## config.mk

```make
export PLATFORM = sky130hd
export DESIGN_NAME = dbgop_sequencer
export DESIGN_NICKNAME = d
export VERILOG_FILES = /design/src/rtl/dbgseq_pkg.sv /design/src/rtl/dbgseq_plan.sv /design/src/rtl/dbgseq_link.sv /design/src/rtl/dbgop_sequencer.sv
export SDC_FILE = /design/constraint.sdc
export NUM_CORES = 1
export LEC_CHECK = 0
export BUFFER_PORTS_ARGS = -buffer_cell sky130_fd_sc_hd__buf_2
export CORE_MARGIN = 8
export CORE_UTILIZATION = 60
export CTS_BUF_LIST = sky130_fd_sc_hd__clkbuf_4
export DETAILED_ROUTE_END_ITERATION = 10
export GPL_ROUTABILITY_DRIVEN = 0
export PLACE_DENSITY = 0.95
export SYNTH_ARGS = -nofsm -noshare
export SYNTH_HDL_FRONTEND = slang
export SYNTH_SLANG_ARGS = --single-unit
```

## constraint.sdc

```tcl
create_clock -name clk -period 5.4 [get_ports clk]
set_input_delay 0.27 -clock clk [delete_from_list [all_inputs] [get_ports clk]]
set_output_delay 0.27 -clock clk [all_outputs]
set_load 0.005 [all_outputs]
```

## src/rtl/dbgseq_pkg.sv

```systemverilog
// Package: shared operation codes, step descriptor and step builders.
// Assumes instruction lengths of 1..3 bytes and command bytes of 8 bits.
package dbgseq_pkg;

    typedef enum logic [3:0] {
        OP_HALT   = 4'd0,
        OP_RESUME = 4'd1,
        OP_STEP   = 4'd2,
        OP_STATUS = 4'd3,
        OP_GETPC  = 4'd4,
        OP_CHIPID = 4'd5,
        OP_CFGRD  = 4'd6,
        OP_CFGWR  = 4'd7,
        OP_ERASE  = 4'd8,
        OP_XRD    = 4'd9,
        OP_XWR    = 4'd10,
        OP_IRD    = 4'd11,
        OP_IWR    = 4'd12,
        OP_CODERD = 4'd13,
        OP_SETPC  = 4'd14
    } dbg_op_e;

    localparam logic [7:0] CMD_INJECT = 8'h54;

    // One link step: header, 0..3 payload bytes, one or two replies.
    typedef struct packed {
        logic [7:0] hdr;
        logic [1:0] nb;
        logic [7:0] b0;
        logic [7:0] b1;
        logic [7:0] b2;
        logic       two_rep;
    } step_t;

    // Known operation codes are 0..14.
    function automatic logic op_known(input logic [3:0] op);
        return op != 4'hF;
    endfunction

    // Build an injected-instruction step (length carried in the header).
    function automatic step_t inj(input logic [1:0] len, input logic [7:0] a,
                                  input logic [7:0] b, input logic [7:0] c);
        step_t s;
        s.hdr     = CMD_INJECT + {6'd0, len};
        s.nb      = len;
        s.b0      = a;
        s.b1      = b;
        s.b2      = c;
        s.two_rep = 1'b0;
        return s;
    endfunction

    // Build a plain command step.
    function automatic step_t plain(input logic [7:0] code, input logic [1:0] nb,
                                    input logic [7:0] a, input logic two);
        step_t s;
        s.hdr     = code;
        s.nb      = nb;
        s.b0      = a;
        s.b1      = 8'h00;
        s.b2      = 8'h00;
        s.two_rep = two;
        return s;
    endfunction

endpackage

```

## src/rtl/dbgseq_plan.sv

```systemverilog
// Module: maps (operation, address, value, step index) to one link step and
// reports the index of the last step. Purely combinational.
// Assumes ADDR_W >= 16; code bank is taken from the address bits above 14.
module dbgseq_plan
    import dbgseq_pkg::*;
#(
    parameter int ADDR_W = 18
) (
    input  logic [3:0]        op,
    input  logic [ADDR_W-1:0] addr,
    input  logic [7:0]        data,
    input  logic [1:0]        idx,
    output step_t             step,
    output logic [1:0]        last_idx
);
    localparam int BANK_W = (ADDR_W - 15 > 4) ? 4 : ADDR_W - 15;

    logic [7:0] hi, lo, bank_b;
    logic [3:0] bank;

    // Address bytes and the memory-control value for the code bank.
    always_comb begin
        hi     = addr[15:8];
        lo     = addr[7:0];
        bank   = 4'(addr[15 +: BANK_W]);
        bank_b = {bank, 4'h1};
    end

    // Step selection per operation.
    always_comb begin
        step     = '0;
        last_idx = 2'd0;
        case (dbg_op_e'(op))
            OP_HALT:   step = plain(8'h44, 2'd0, 8'h00, 1'b0);
            OP_RESUME: step = plain(8'h4C, 2'd0, 8'h00, 1'b0);
            OP_STEP:   step = plain(8'h5C, 2'd0, 8'h00, 1'b0);
            OP_STATUS: step = plain(8'h3F, 2'd0, 8'h00, 1'b0);
            OP_GETPC:  step = plain(8'h28, 2'd0, 8'h00, 1'b1);
            OP_CHIPID: step = plain(8'h68, 2'd0, 8'h00, 1'b1);
            OP_CFGRD:  step = plain(8'h24, 2'd0, 8'h00, 1'b0);
            OP_CFGWR:  step = plain(8'h1D, 2'd1, data,  1'b0);
            OP_ERASE:  step = plain(8'h14, 2'd0, 8'h00, 1'b0);
            OP_XRD: begin
                last_idx = 2'd1;
                step = (idx == 2'd0) ? inj(2'd3, 8'h90, hi, lo)
                                     : inj(2'd1, 8'hE0, 8'h00, 8'h00);
            end
            OP_XWR: begin
                last_idx = 2'd2;
                case (idx)
                    2'd0:    step = inj(2'd3, 8'h90, hi, lo);
                    2'd1:    step = inj(2'd2, 8'h74, data, 8'h00);
                    default: step = inj(2'd1, 8'hF0, 8'h00, 8'h00);
                endcase
            end
            OP_IRD: begin
                last_idx = 2'd1;
                step = (idx == 2'd0) ? inj(2'd1, 8'hE4, 8'h00, 8'h00)
                                     : inj(2'd2, 8'hE5, lo, 8'h00);
            end
            OP_IWR: begin
                last_idx = 2'd1;
                step = (idx == 2'd0) ? inj(2'd1, 8'hE4, 8'h00, 8'h00)
                                     : inj(2'd3, 8'h75, lo, data);
            end
            OP_CODERD: begin
                last_idx = 2'd3;
                case (idx)
                    2'd0:    step = inj(2'd3, 8'h75, 8'hC7, bank_b);
                    2'd1:    step = inj(2'd3, 8'h90, hi, lo);
                    2'd2:    step = inj(2'd1, 8'hE4, 8'h00, 8'h00);
                    default: step = inj(2'd1, 8'h93, 8'h00, 8'h00);
                endcase
            end
            OP_SETPC:  step = inj(2'd3, 8'h02, hi, lo);
            default:   step = '0;
        endcase
    end

endmodule

```

## src/rtl/dbgseq_link.sv

```systemverilog
// Module: walks one step byte by byte on the link: header, payload, replies.
// Assumes the step descriptor is stable while en is high and the link
// completes a transfer with a one-cycle lk_ready pulse.
module dbgseq_link
    import dbgseq_pkg::*;
(
    input  logic       clk,
    input  logic       rst_n,
    input  logic       en,
    input  step_t      step,
    input  logic       lk_ready,
    output logic       lk_valid,
    output logic       lk_write,
    output logic [7:0] lk_wdata,
    output logic       rep_stb,
    output logic       rep_first,
    output logic       step_done
);
    logic [2:0] cnt;
    logic [2:0] nb3;
    logic [2:0] last;
    logic       is_read;

    // Byte position decode for the current step.
    always_comb begin
        nb3     = {1'b0, step.nb};
        last    = nb3 + (step.two_rep ? 3'd2 : 3'd1);
        is_read = cnt > nb3;
        case (cnt)
            3'd0:    lk_wdata = step.hdr;
            3'd1:    lk_wdata = step.b0;
            3'd2:    lk_wdata = step.b1;
            3'd3:    lk_wdata = is_read ? 8'h00 : step.b2;
            default: lk_wdata = 8'h00;
        endcase
        lk_valid  = en;
        lk_write  = !is_read;
        step_done = en && lk_ready && (cnt == last);
        rep_stb   = en && lk_ready && is_read;
        rep_first = (cnt == nb3 + 3'd1);
    end

    // Byte position counter; restarts at each step boundary.
    always_ff @(posedge clk) begin
        if (!rst_n || !en) begin
            cnt <= 3'd0;
        end else if (lk_ready) begin
            cnt <= (cnt == last) ? 3'd0 : cnt + 3'd1;
        end
    end

endmodule

```

## src/rtl/dbgop_sequencer.sv

```systemverilog
// Module: top-level debug operation sequencer. Accepts one request while
// idle, runs its steps through the link walker, collects the final reply.
// Assumes the link master handles bit timing and direction turnaround.
module dbgop_sequencer
    import dbgseq_pkg::*;
#(
    parameter int ADDR_W = 18
) (
    input  logic              clk,
    input  logic              rst_n,
    input  logic              req_valid,
    input  logic [3:0]        req_op,
    input  logic [ADDR_W-1:0] req_addr,
    input  logic [7:0]        req_data,
    output logic              busy,
    output logic              done,
    output logic              err,
    output logic [15:0]       result,
    output logic              lk_valid,
    output logic              lk_write,
    output logic [7:0]        lk_wdata,
    input  logic              lk_ready,
    input  logic [7:0]        lk_rdata
);
    typedef enum logic [1:0] {S_IDLE, S_RUN, S_FIN} state_e;

    state_e            state;
    logic [3:0]        op_q;
    logic [ADDR_W-1:0] addr_q;
    logic [7:0]        data_q;
    logic [1:0]        idx_q;
    logic              err_q;
    logic [15:0]       res_q;
    step_t             step;
    logic [1:0]        last_idx;
    logic              rep_stb, rep_first, step_done;

    dbgseq_plan #(.ADDR_W(ADDR_W)) plan_i (
        .op       (op_q),
        .addr     (addr_q),
        .data     (data_q),
        .idx      (idx_q),
        .step     (step),
        .last_idx (last_idx)
    );

    dbgseq_link link_i (
        .clk       (clk),
        .rst_n     (rst_n),
        .en        (state == S_RUN),
        .step      (step),
        .lk_ready  (lk_ready),
        .lk_valid  (lk_valid),
        .lk_write  (lk_write),
        .lk_wdata  (lk_wdata),
        .rep_stb   (rep_stb),
        .rep_first (rep_first),
        .step_done (step_done)
    );

    // Request acceptance, step sequencing and reply collection.
    always_ff @(posedge clk) begin
        if (!rst_n) begin
            state  <= S_IDLE;
            op_q   <= 4'd0;
            addr_q <= '0;
            data_q <= 8'd0;
            idx_q  <= 2'd0;
            err_q  <= 1'b0;
            res_q  <= 16'd0;
        end else begin
            case (state)
                S_IDLE: if (req_valid) begin
                    op_q   <= req_op;
                    addr_q <= req_addr;
                    data_q <= req_data;
                    idx_q  <= 2'd0;
                    res_q  <= 16'd0;
                    err_q  <= !op_known(req_op);
                    state  <= op_known(req_op) ? S_RUN : S_FIN;
                end
                S_RUN: begin
                    if (rep_stb) begin
                        res_q <= rep_first ? {8'h00, lk_rdata} : {res_q[7:0], lk_rdata};
                    end
                    if (step_done) begin
                        if (idx_q == last_idx) state <= S_FIN;
                        else                   idx_q <= idx_q + 2'd1;
                    end
                end
                default: state <= S_IDLE;
            endcase
        end
    end

    // Output mapping.
    always_comb begin
        busy   = (state != S_IDLE);
        done   = (state == S_FIN);
        err    = err_q;
        result = res_q;
    end

endmodule

```

==> impl_metrics.json, run 1 <==
{
  "status": "complete, no violations",
  "antenna_found_initial": 0,
  "cp-end-kind": "primary output",
  "crit_family": "simple AND/OR/NAND/NOR gates",
  "critPathCapture": "lk_wdata[2]",
  "hold_buffers": 0,
  "wl_um": 9410,
  "maxCapViolCount": 0,
  "synth_area_leader_cell": "dfxtp_1",
  "insertion_delay_ns": 0.39,
  "nets": 547,
  "synth_nets": 503,
  "synth.distinct_cells": 57,
  "p_leak_nw": 1.53,
  "yosys-top-cells-count": "101 x nand2_1, 54 x dfxtp_1, 38 x a21boi_0",
  "cts_setup_buffers": 0,
  "worst_pin_slew_ns": 1.07,
  "min_period_over_period_pct": 82.5,
  "die_width_um": 91.0,
  "setup_viol": 0,
  "rrSetupSlack_ns": 1.22,
  "grt_max_degree": 55,
  "critical-path-max-stage-delay_ns": 0.53,
  "ctsHtreeMaxLevel": 2,
  "r2r_cells": 13,
  "grt_pass1_wl_um": 15800,
  "cts_buffers": 5,
  "setup-tns-final_ns": 0,
  "power_density_mw_per_mm2": 209,
  "synth_most_common_cell": "nand2_1",
  "ys_top_cells_by_area": "dfxtp_1 32%, nand2_1 11%, a21boi_0 8.5%",
  "crit_type": "reg2out",
  "overflow": 0,
  "synth_xor_area_share_pct": 1.56,
  "drv_slew": 0,
  "num_vias": 3531,
  "max_slew_margin_pct": 28.6,
  "timing.rr.start": "idx_q[0]$_SDFFE_PN0P_",
  "num_antenna_cells": 0,
  "avgSynthCellArea_um2": 7.58,
  "row_count": 27,
  "crit_required_ns": 5.13,
  "r2r-end": "result[12]$_SDFFE_PN0P_",
  "fillers": 440,
  "grt_usage_pct": 22.3,
  "port_buffers": 70,
  "finalPower_uw": 780,
  "synthAdderAreaFrac_pct": 6.15,
  "rsz0062_at_grt": "no",
  "crit_buf_inv": 3,
  "cts_resized": 0,
  "drt_first_pass_iters": 6,
  "clk_path_buf_depth": 2,
  "start_kind": "flop",
  "synth_area_mm2": 0.00337,
  "die_y_um": 91.0,
  "vias_per_cell": 6.28,
  "synth-compound-area-share_pct": 27.7,
  "min_period_ns": 4.45,
  "grt_pass1_vias": 3387,
  "synth_top_family_by_area": "compound AO/OA/AOI/OAI gates",
  "skew_ns": 0.00529,
  "initialDrtViolationCount": 411,
  "muxShareOfSynthArea_pct": 0.297,
  "ir_drop_mv": 0.222,
  "synth_simple_gate_area_share_pct": 26.4,
  "worstPathArrival_ns": 4.18,
  "cts.clk_slew.worst_paths_ns": 0.16,
  "multiInputGateArea_mm2": 0.00210,
  "cp.depth": 14,
  "cts_root_buf": "clkbuf_4",
  "register_area_mm2": 0.00108,
  "cp_max_fo": 11,
  "drive_gt1_share_pct": 17.3,
  "dieArea_mm2": 0.00828,
  "avgRoutedWirePerCell_um": 16.7,
  "yosys.area.top_type_share_pct": 32.0,
  "critPathSlowestCell": "dfxtp_1",
  "critPathLaunch": "idx_q[0]$_SDFFE_PN0P_",
  "pin_count": 71,
  "postRouteAntennaNets": 0,
  "syn_to_final_growth_pct": 10.6,
  "hp-class": "in2reg",
  "cts.sinks": 54,
  "drc_errors": 0,
  "dp_hpwl_um": 7040,
  "async_flop_share_pct": 0,
  "critical_path.cell_chain": "inv_1 > ha_1 > or2_2 > a221o_1 > a21oi_1 > inv_1 > ha_1 > nor2b_1 > a2bb2oi_1 > nor2_1 > nand2_1 > nor2_1 > or4_1 > buf_2",
  "design.core.area_mm2": 0.00547,
  "netlist_instances": 445,
  "hold_viol": 0,
  "start_util_pct": 61.7,
  "ys.flop_type": "dfxtp_1",
  "ys_warn_count": 0,
  "synth_edf_count": 0,
  "ys_seq_elements": 54,
  "synth_seq_area_share_pct": 32.0,
  "cts_tree": "built",
  "fmax_ghz": 0.224
}
[cell families (layout without fill, tap and decap cells)]
group                    after synthesis  in the layout
AO/OA/AOI/OAI                        127            127
XOR/XNOR                               6              6
adder cells (fa/ha/maj)               16             16
buffers and inverters                 46             91
flip-flops                            54             54
multiplexers                           1              1
AND/OR/NAND/NOR                      195            195
[worst min-delay path by stage]
| stage | start | to | slack, ns | depth (start not counted) |
|---|---|---|---|---|
| 2_1_floorplan | lk_rdata[0] | result[0]$_SDFFE_PN0P_ | 0.39 | 2 |
| 3_3_place_gp | result[11]$_SDFFE_PN0P_ | result[11]$_SDFFE_PN0P_ | 0.45 | 2 |
| 3_5_place_dp | result[4]$_SDFFE_PN0P_ | result[4]$_SDFFE_PN0P_ | 0.46 | 2 |
| 4_1_cts | lk_rdata[4] | result[4]$_SDFFE_PN0P_ | 0.06 | 3 |
| 5_1_grt | lk_rdata[0] | result[0]$_SDFFE_PN0P_ | 0.07 | 3 |
| 6_report | lk_rdata[1] | result[1]$_SDFFE_PN0P_ | 0.08 | 3 |
[power breakdown]
| group | leakage (nW) | internal, mW | switching (mW) |
|---|---|---|---|
| registers | 0.440 | 0.417 | 0.0279 |
| logic | 1.06 | 0.0593 | 0.0863 |
| clock network | 0.0318 | 0.0534 | 0.136 |
| total | 1.53 | 0.530 | 0.250 |
[cells in the final DEF, fill, tap and decap left out, drive strengths merged, types with 5 or more instances in the layout]
| cell type | count |
|---|---|
| a222oi | 6 |
| a21oi | 16 |
| o221ai | 5 |
| nor3 | 5 |
| a31oi | 7 |
| a21boi | 38 |
| dfxtp | 54 |
| o21ai | 18 |
| nor2 | 19 |
| ha | 15 |
| nand2 | 101 |
| nand3 | 30 |
| nand2b | 7 |
| buf | 71 |
| clkbuf | 5 |
| nor2b | 9 |
| inv | 13 |
[layer usage]
| layer | global-route usage, % | routed length, µm |
|---|---|---|
| met1 | 28.4 | 3720 |
| met2 | 36.1 | 4460 |
| met3 | 4.53 | 976 |
| met4 | 8.87 | 255 |
| met5 | 0 | 0 |
[cell type report]
type	count	area share (%)
timing repair buffer	71	9.59
clock buffer	5	1.01
sequential	54	29.0
inverter	12	1.21
clock inverter	3	0.670
tap	72	2.41
multi-input combinational	345	56.2
[worst min-delay path, stage by stage]
cell	delay (ns)
buf_2	0.07
nand3_1	0.05
nand2_1	0.05
[flip-flops by register name (all words and copies together), names as in the netlist]
| signal | count |
|---|---|
| addr_q | 18 |
| data_q | 8 |
| err | 1 |
| idx_q | 2 |
| link_i.cnt | 3 |
| op_q | 4 |
| result | 16 |
| state | 2 |
[metrics by stage]
| step | instance area, µm² | cells | utilization (%) | setup WS (ns) | hold WS [ns] |
|---|---|---|---|---|---|
| global route | 3730 | 562 | 68.2 | 0.645 | 0.0719 |
| finish | 3730 | 562 | 68.2 | 0.945 | 0.0791 |
| detailed placement | 3670 | 554 | 67.1 | 1.27 | 0.460 |
| global placement | 3670 | 554 | 67.1 | 1.49 | 0.450 |
| CTS | 3730 | 562 | 68.2 | 0.954 | 0.0626 |
| floorplan | 3370 | 445 | - | 2.03 | 0.393 |
Note: power is estimated with default switching activity, not from simulation.
==> run 2, diff against run 1 <==
CORE_UTILIZATION = 51   (was 60)
PLACE_DENSITY = 0.9   (was 0.95)
clock period = 4 ns   (was 5.4 ns; I/O delays follow)
==> impl_metrics.json, run 2 (synthesis results as in run 1) <==
{
  "status": "complete, no violations",
  "grt_usage_pct": 19.5,
  "dp_hpwl_um": 7090,
  "initialDrtViolationCount": 571,
  "cts_tree": "built",
  "cts.sinks": 54,
  "drt_first_pass_iters": 11,
  "syn_to_final_growth_pct": 14.3,
  "maxCapViolCount": 0,
  "min_period_over_period_pct": 95.4,
  "cts.clk_slew.worst_paths_ns": 0.15,
  "antenna_found_initial": 0,
  "top_register": "addr_q",
  "grt_pass1_wl_um": 16100,
  "die_width_um": 97.3,
  "post-place-ws_ns": 0.289,
  "cts_buffers": 5,
  "clk_path_buf_depth": 2,
  "nets": 556,
  "drc_errors": 0,
  "ctsHtreeMaxLevel": 2,
  "die_y_um": 97.3,
  "final_common_cell": "nand2_1",
  "min_period_ns": 3.82,
  "port_buffers": 70,
  "crit_type": "reg2out",
  "start_kind": "flop",
  "hold_viol": 0,
  "grt_pass1_vias": 3407,
  "largest_reg_flops": 18,
  "pin_count": 71,
  "max_slew_margin_pct": 33.7,
  "postRouteAntennaNets": 0,
  "fmax_ghz": 0.262,
  "power_density_mw_per_mm2": 289,
  "cp-end-kind": "primary output",
  "placed_area_mm2": 0.00373,
  "skew_ns": 0.00619,
  "cts_root_buf": "clkbuf_4",
  "drv_slew": 0,
  "grt_max_degree": 55,
  "dieArea_mm2": 0.00948,
  "ir_drop_mv": 0.228,
  "p_leak_nw": 1.59,
  "drive_gt1_share_pct": 19.6,
  "cp_max_fo": 11,
  "wl_um": 9580,
  "row_count": 29,
  "insertion_delay_ns": 0.38,
  "overflow": 0,
  "hp-class": "in2reg",
  "worstPathArrival_ns": 3.62,
  "num_antenna_cells": 0,
  "avgRoutedWirePerCell_um": 16.6,
  "crit_required_ns": 3.80,
  "vias_per_cell": 6.20,
  "num_vias": 3573,
  "worst_pin_slew_ns": 0.994,
  "post-route-cell-area_mm2": 0.00386,
  "fillers": 540,
  "design.core.area_mm2": 0.00639,
  "setup_viol": 0,
  "layout_common_cells": "101 x nand2_1, 70 x buf_2, 52 x dfxtp_1",
  "fin_ws_ns": 0.185,
  "start_util_pct": 52.8
}
-- run 2: routing by layer --
layer	vias up	track usage, %	part of all wire [%]
met5	-	0	0
met4	0	8.28	3.3
met3	46	4.48	8.8
met2	208	31.1	46
met1	1627	24.4	42
li1	1692	-	-
-- run 2: layout make-up --
cell class	instances	area, µm²	area share [%]
clock buffer	6	45.0	1.17
timing repair buffer	80	428	11.1
tap	77	96.3	2.50
inverter	12	45.0	1.17
clock inverter	2	37.5	0.973
sequential	54	1090	28.2
multi-input combinational	345	2120	54.9
-- run 2: worst max-delay path, cell delays in order (launching register included) --
cell	delay [ns]
dfxtp_4	0.41
inv_1	0.12
ha_4	0.22
or2_2	0.31
a221o_1	0.32
a21oi_2	0.16
inv_1	0.09
ha_1	0.32
nor2b_1	0.19
a2bb2oi_2	0.18
nor2_1	0.07
nand2_1	0.13
buf_4	0.16
nor2_1	0.06
a2111o_1	0.36
buf_2	0.14
-- run 2: report_power, final --
| group | total, mW | internal, mW | switching [mW] |
|---|---|---|---|
| sequential | 0.594 | 0.562 | 0.0321 |
| combinational | 0.211 | 0.0860 | 0.125 |
| clock | 0.311 | 0.139 | 0.172 |
-- run 2: through the flow --
stage | std cells | util (%) | hold WS (ns) | power [mW] | TNS (ns)
2_1_floorplan | 445 | - | 0.323 | 0.735 | 0
3_3_place_gp | 566 | 58.4 | 0.406 | 0.801 | 0
3_5_place_dp | 566 | 58.4 | 0.409 | 0.809 | 0
4_1_cts | 574 | 59.8 | 0.00127 | 1.11 | 0
5_1_grt | 576 | 60.4 | 0.0153 | 1.17 | -0.0129
6_report | 576 | 60.4 | 0.0204 | 1.12 | 0
-- run 2: path summary, 6_finish.rpt --
kind	start	end	slack [ns]	cells past startpoint
hold / removal	lk_rdata[2]	result[2]$_SDFFE_PN0P_	0.02	3
setup reg to reg	idx_q[1]$_SDFFE_PN0P_	result[15]$_SDFFE_PN0P_	0.67	13
hold reg to reg	addr_q[16]$_SDFFE_PN0P_	addr_q[16]$_SDFFE_PN0P_	0.48	2
setup / recovery	idx_q[1]$_SDFFE_PN0P_	lk_wdata[0]	0.18	15
-- run 2: timing repair --
item                                   CTS  global route
endpoints found under the hold margin    0             1
resized for setup                        3             5
hold buffers                             0             1
setup endpoints to repair                4             5
buffers inserted                         0             1
